File: src/rtl/gpio_port_pkg.sv
package gpio_port_pkg;

    localparam int KIND_W = 3;

    typedef enum logic [KIND_W-1:0] {
        RK_INPUT   = 3'd0,
        RK_POLAR   = 3'd1,
        RK_PADMODE = 3'd2,
        RK_PULLSEL = 3'd3,
        RK_DIR     = 3'd4,
        RK_OUT     = 3'd5,
        RK_IMASK   = 3'd6,
        RK_ISTAT   = 3'd7
    } reg_kind_e;

    typedef struct packed {
        logic pull;
        logic hold;
    } pad_mode_t;

    typedef struct packed {
        logic keep;
        logic up;
        logic down;
    } pad_ctl_t;

    function automatic pad_ctl_t pad_decode(input pad_mode_t mode, input logic sel_up);
        pad_ctl_t c;
        c.keep = mode.hold;
        c.up   = mode.pull & ~mode.hold & sel_up;
        c.down = mode.pull & ~mode.hold & ~sel_up;
        return c;
    endfunction

    function automatic logic kind_writable(input reg_kind_e k);
        return (k != RK_INPUT) && (k != RK_ISTAT);
    endfunction

endpackage

File: src/rtl/gpio_in_sync.sv
module gpio_in_sync #(
    parameter int W = 8
) (
    input  logic         clk,
    input  logic         rst,
    input  logic [W-1:0] raw,
    output logic [W-1:0] lvl,
    output logic [W-1:0] chg
);
    logic [W-1:0] meta_q;
    logic [W-1:0] sync_q;
    logic [W-1:0] prev_q;

    always_ff @(posedge clk) begin
        if (rst) begin
            meta_q <= '0;
            sync_q <= '0;
            prev_q <= '0;
        end else begin
            meta_q <= raw;
            sync_q <= meta_q;
            prev_q <= sync_q;
        end
    end

    assign lvl = sync_q;
    assign chg = sync_q ^ prev_q;
endmodule

File: src/rtl/gpio_bank.sv
module gpio_bank
    import gpio_port_pkg::*;
#(
    parameter int W = 8
) (
    input  logic         clk,
    input  logic         rst,
    input  logic         wr_sel,
    input  reg_kind_e    kind,
    input  logic [W-1:0] wr_data,
    input  logic         clr_stat,
    input  logic [W-1:0] lvl,
    input  logic [W-1:0] chg,
    output logic [W-1:0] rd_val,
    output logic [W-1:0] oe,
    output logic [W-1:0] dout,
    output logic [W-1:0] keep_en,
    output logic [W-1:0] pu_en,
    output logic [W-1:0] pd_en
);
    logic [W-1:0] polar_q;
    logic [W-1:0] sel_q;
    logic [W-1:0] dir_q;
    logic [W-1:0] out_q;
    logic [W-1:0] imask_q;
    logic [W-1:0] stat_q;
    pad_mode_t    mode_q;

    always_ff @(posedge clk) begin
        if (rst) begin
            polar_q <= '0;
            sel_q   <= '0;
            dir_q   <= '1;
            out_q   <= '0;
            imask_q <= '1;
            mode_q  <= '0;
        end else if (wr_sel && kind_writable(kind)) begin
            case (kind)
                RK_POLAR:   polar_q <= wr_data;
                RK_PADMODE: mode_q  <= pad_mode_t'(wr_data[1:0]);
                RK_PULLSEL: sel_q   <= wr_data;
                RK_DIR:     dir_q   <= wr_data;
                RK_OUT:     out_q   <= wr_data;
                RK_IMASK:   imask_q <= wr_data;
                default:    ;
            endcase
        end
    end

    always_ff @(posedge clk) begin
        if (rst) begin
            stat_q <= '0;
        end else begin
            stat_q <= (stat_q & ~{W{clr_stat}}) | (chg & ~imask_q);
        end
    end

    always_comb begin
        case (kind)
            RK_INPUT:   rd_val = lvl ^ polar_q;
            RK_POLAR:   rd_val = polar_q;
            RK_PADMODE: rd_val = W'(mode_q);
            RK_PULLSEL: rd_val = sel_q;
            RK_DIR:     rd_val = dir_q;
            RK_OUT:     rd_val = out_q;
            RK_IMASK:   rd_val = imask_q;
            RK_ISTAT:   rd_val = stat_q & ~imask_q;
            default:    rd_val = '0;
        endcase
    end

    assign oe   = ~dir_q;
    assign dout = out_q & ~dir_q;

    for (genvar i = 0; i < W; i++) begin : g_pad
        pad_ctl_t c;
        assign c          = pad_decode(mode_q, sel_q[i]);
        assign keep_en[i] = c.keep;
        assign pu_en[i]   = c.up;
        assign pd_en[i]   = c.down;
    end
endmodule

File: src/rtl/gpio_port_regs.sv
module gpio_port_regs
    import gpio_port_pkg::*;
#(
    parameter int NUM_BANKS = 2,
    parameter int BANK_W    = 8,
    localparam int SEL_W    = $clog2(NUM_BANKS),
    localparam int IDX_W    = KIND_W + SEL_W,
    localparam int PINS     = NUM_BANKS * BANK_W
) (
    input  logic              clk,
    input  logic              rst,
    input  logic [IDX_W-1:0]  reg_idx,
    input  logic              wr_en,
    input  logic [BANK_W-1:0] wr_data,
    input  logic              rd_en,
    output logic [BANK_W-1:0] rd_data,
    input  logic [PINS-1:0]   pin_in,
    output logic [PINS-1:0]   pin_oe,
    output logic [PINS-1:0]   pin_out,
    output logic [PINS-1:0]   keep_en,
    output logic [PINS-1:0]   pu_en,
    output logic [PINS-1:0]   pd_en
);
    reg_kind_e         kind;
    logic [SEL_W-1:0]  bank;
    logic [PINS-1:0]   lvl;
    logic [PINS-1:0]   chg;
    logic [BANK_W-1:0] bank_rd [NUM_BANKS];

    assign kind = reg_kind_e'(reg_idx[IDX_W-1:SEL_W]);
    assign bank = reg_idx[SEL_W-1:0];

    gpio_in_sync #(.W(PINS)) u_sync (
        .clk (clk),
        .rst (rst),
        .raw (pin_in),
        .lvl (lvl),
        .chg (chg)
    );

    for (genvar b = 0; b < NUM_BANKS; b++) begin : g_bank
        logic hit;
        assign hit = (bank == SEL_W'(b));

        gpio_bank #(.W(BANK_W)) u_bank (
            .clk      (clk),
            .rst      (rst),
            .wr_sel   (wr_en && hit),
            .kind     (kind),
            .wr_data  (wr_data),
            .clr_stat (rd_en && hit && (kind == RK_INPUT)),
            .lvl      (lvl[b*BANK_W +: BANK_W]),
            .chg      (chg[b*BANK_W +: BANK_W]),
            .rd_val   (bank_rd[b]),
            .oe       (pin_oe[b*BANK_W +: BANK_W]),
            .dout     (pin_out[b*BANK_W +: BANK_W]),
            .keep_en  (keep_en[b*BANK_W +: BANK_W]),
            .pu_en    (pu_en[b*BANK_W +: BANK_W]),
            .pd_en    (pd_en[b*BANK_W +: BANK_W])
        );
    end

    always_comb begin
        rd_data = '0;
        for (int b = 0; b < NUM_BANKS; b++) begin
            if (bank == SEL_W'(b)) rd_data = bank_rd[b];
        end
    end
endmodule

File: config.mk
export PLATFORM = sky130hd
export DESIGN_NAME = gpio_port_regs
export DESIGN_NICKNAME = d
export VERILOG_FILES = /design/src/rtl/gpio_port_pkg.sv /design/src/rtl/gpio_in_sync.sv /design/src/rtl/gpio_bank.sv /design/src/rtl/gpio_port_regs.sv
export SDC_FILE = /design/constraint.sdc
export NUM_CORES = 1
export LEC_CHECK = 0
export BUFFER_PORTS_ARGS = -buffer_cell sky130_fd_sc_hd__buf_2
export CAP_MARGIN = 20
export CELL_PAD_IN_SITES_DETAIL_PLACEMENT = 0
export CELL_PAD_IN_SITES_GLOBAL_PLACEMENT = 1
export CORE_MARGIN = 10
export CORE_UTILIZATION = 45
export CTS_CLUSTER_SIZE = 8
export DETAILED_ROUTE_END_ITERATION = 10
export GPL_TIMING_DRIVEN = 0
export PLACE_DENSITY = 0.95
export SYNTH_ARGS = -nofsm -noshare
export SYNTH_HDL_FRONTEND = slang
export SYNTH_HIERARCHICAL = 1
export SYNTH_SLANG_ARGS = --single-unit
File: constraint.sdc
create_clock -name clk -period 5.4 [get_ports clk]
set_input_delay 1.08 -clock clk [delete_from_list [all_inputs] [get_ports clk]]
set_output_delay 1.08 -clock clk [all_outputs]
set_load 0.1 [all_outputs]
==> flow_summary.toml <==
[outcome]
status = "finished clean"

[clock_network]
hold_buffers = 0
clkTransAtPathRegs_ps = 60
cts_resized = 0
cts_tree = "built"
cts_setup_buffers = 0
cts_root_buffer = "clkbuf_16"
cts_buffers = 17
clk_latency_ps = 420
cts_sinks = 148
cts.htree.levels = 4
clk_path_buf_depth = 2

[timing]
hold_violations = 0
fin_skew_ps = 5.67
tightestPinTransition_ps = 606
setup_viol = 0
final.min_clock_period_ps = 4160
drv_slew = 0
relSlewSlack_pct = 59.6
clock.fmax_mhz = 241
final.setup.tns_ps = 0
grt_setup_unrepaired = "false"
timing.final.crit_share_pct = 77.0

[global_route]
grt_start_max_net_pins = 17
antenna_found_initial = 0
overflow = 0
grt_pass1_vias = 5388
grtUsageTotal_pct = 19.2
grt_pass1_wl_um = 30600

[cells_and_area]
drive_gt1_share_pct = 23.2
final_cells = 1151
area_growth_pct = 20.3
n_fill_cell = 1451
antenna_cells = 0
nets = 982

[critical_path]
cp-start-kind = "input pin"
crit_buf_inv = 4
cp_slowest_stage_delay_ps = 430
critical_path.startpoint = "reg_idx[1]"
arrival_ps = 3080
rr_startpoint = "g_bank[1].u_bank/keep_en[0]$_SDFFE_PP0P_"
cp_cell_sequence = "buf_2 -> buf_2 -> and2_1 -> buf_2 -> a221oi_1 -> o22ai_1 -> mux2_4 -> buf_2"
cp_top_family = "buffers and inverters"
worst_path_max_delay_cell = "buf_2"
r2r_end = "g_bank[1].u_bank/keep_en[0]$_SDFFE_PP0P_"
rr_worst_depth = 2
path_class = "input pin to primary output"
reg2reg_slack_ps = 4430
path_max_fanout = 16
crit_top_cell = "buf_2"
worstSetupEndpointType = "primary output"
critPathRequiredTime_ps = 4320

[yosys]
synthFlopType = "dfxtp_1"
synth_seq_cells = 148
synth_edf_count = 0
ys_seq_area_share_pct = 42.7
yosys.area.top_type_share_pct = 42.7
synthTopCellsByCount = "dfxtp_1, nand2_1, nor2b_1"
yosysMostFrequentCell = "dfxtp_1"
synth.area.top_cells = "dfxtp_1, nor2b_1, nand2_1"
syn_nets = 845
yosys_warnings = 6
netlist_area_um2 = 6940
synth.distinct_cells = 41
synthCells = 813
async_reset_ff_share_pct = 0
synth_top_area_cell = "dfxtp_1"
synth_area_per_cell_um2 = 8.53

[flow_run]
maxCapViolations = 0

[floorplan]
die_h_um = 144
core_area_um2 = 15100
die_w_um = 144
initial_core_util_pct = 45.8
rows = 45
dieArea_um2 = 20800
ios = 120

[route]
dr_wl_met2_um = 8630
wl_per_cell_um = 17.6
dr.pass1.iters = 5
postRouteAntennaNets = 0
drt-met1-wl_um = 9510
dr_wl_met3_um = 1930
wl_um = 20300
drtIter0Drc = 537
routed.top_layer = "met4"
drc = 0
viasPerCell = 5.22
vias = 6010

[hold_path]
min_from = "u_sync/meta_q[2]$_SDFF_PP0_"
hold_path_class = "flip-flop to flip-flop"
worstHoldPathCells = 1
min_to = "u_sync/lvl[2]$_SDFF_PP0_"

[pwr]
power_density_nw_per_um2 = 311
ir_worst_vdd_mv = 0.230
p_leak_nw = 3.55

[placed_design]
place_congestion = 0.918
numPlacedInstances = 1119
dp_hpwl_um = 15200
port_buffers = 118
-- placed cells by master (no fill, tap or decap), drive strengths merged --
cell type and n:
and3 4, clkinvlp 2, or3 2, xor2 20, or2 4, nor2b 92
nor4 1, a22oi 20, o221a 2, o21ai 18, o22ai 14, nor2 66
nor4b 1, and2 9, nor3 2, bufinv 1, clkinv 4, mux2i 2
mux2 8, nand2 114, inv 31, a221oi 12, clkbuf 42, nand3b 10
dfxtp 148, nand4b 4, a21oi 70, and2b 1, a211o 42, nand2b 41
xnor2 12, buf 164
-- worst max path at each step --
stage | endpoint | slack [ps] | depth (start not counted)
floorplan | rd_data[5] | 1860 | 7
global placement | rd_data[1] | 1310 | 8
detailed placement | rd_data[1] | 1290 | 8
CTS | rd_data[1] | 1290 | 8
global route | rd_data[1] | 1220 | 8
finish | rd_data[1] | 1240 | 8
-- kinds of logic after synthesis --
logic type | share of synthesized area [%]
compound gates | 16.9
mux | 1.91
buf+inv | 7.43
simple gates | 27.0
xor+xnor | 4.04
flops | 42.7
-- metal layers --
metal  track usage, %  vias to the layer above
met5                0                        -
met4             6.01                        0
met3             4.79                       16
met2             28.1                      246
met1             27.1                     2768
li1                 -                     2980
-- sequential cells by signal (all words and copies together) (netlist names), 16 cells and up --
| register | count |
|---|---|
| u_sync/lvl | 16 |
| g_bank.u_bank/polar_q | 16 |
| g_bank.u_bank/out_q | 16 |
| u_sync/meta_q | 16 |
| g_bank.u_bank/stat_q | 16 |
| g_bank.u_bank/imask_q | 16 |
| u_sync/prev_q | 16 |
| g_bank.u_bank/sel_q | 16 |
| g_bank.u_bank/dir_q | 16 |
-- power by group --
group	switching, W	internal, W
sequential	0.0000203	0.00112
combinational	0.000214	0.0000911
clock	0.000463	0.000685
-- metrics by stage --
| stage | utilization [%] | power, W | hold WS, ps | area, um2 | setup slack (ps) |
|---|---|---|---|---|---|
| after floorplan | - | 0.00138 | 414 | 6940 | 1860 |
| final | 55.1 | 0.00259 | 434 | 8340 | 1240 |
| after CTS | 55.1 | 0.00260 | 435 | 8340 | 1290 |
| after global placement | 51.3 | 0.00146 | 422 | 7760 | 1310 |
| after detailed placement | 51.3 | 0.00146 | 421 | 7760 | 1290 |
| after global routing | 55.1 | 0.00267 | 452 | 8340 | 1220 |
-- final cells by class --
type / instances / area, um2 / area share, %
buffer: 66 / 410 / 4.92
clock buffer: 22 / 484 / 5.80
clock inverter: 10 / 95.1 / 1.14
inverter: 28 / 105 / 1.26
multi-input combinational: 571 / 3460 / 41.5
sequential: 148 / 2960 / 35.5
tap: 188 / 235 / 2.82
timing repair buffer: 118 / 591 / 7.08
(Power assumes the default switching activity.)
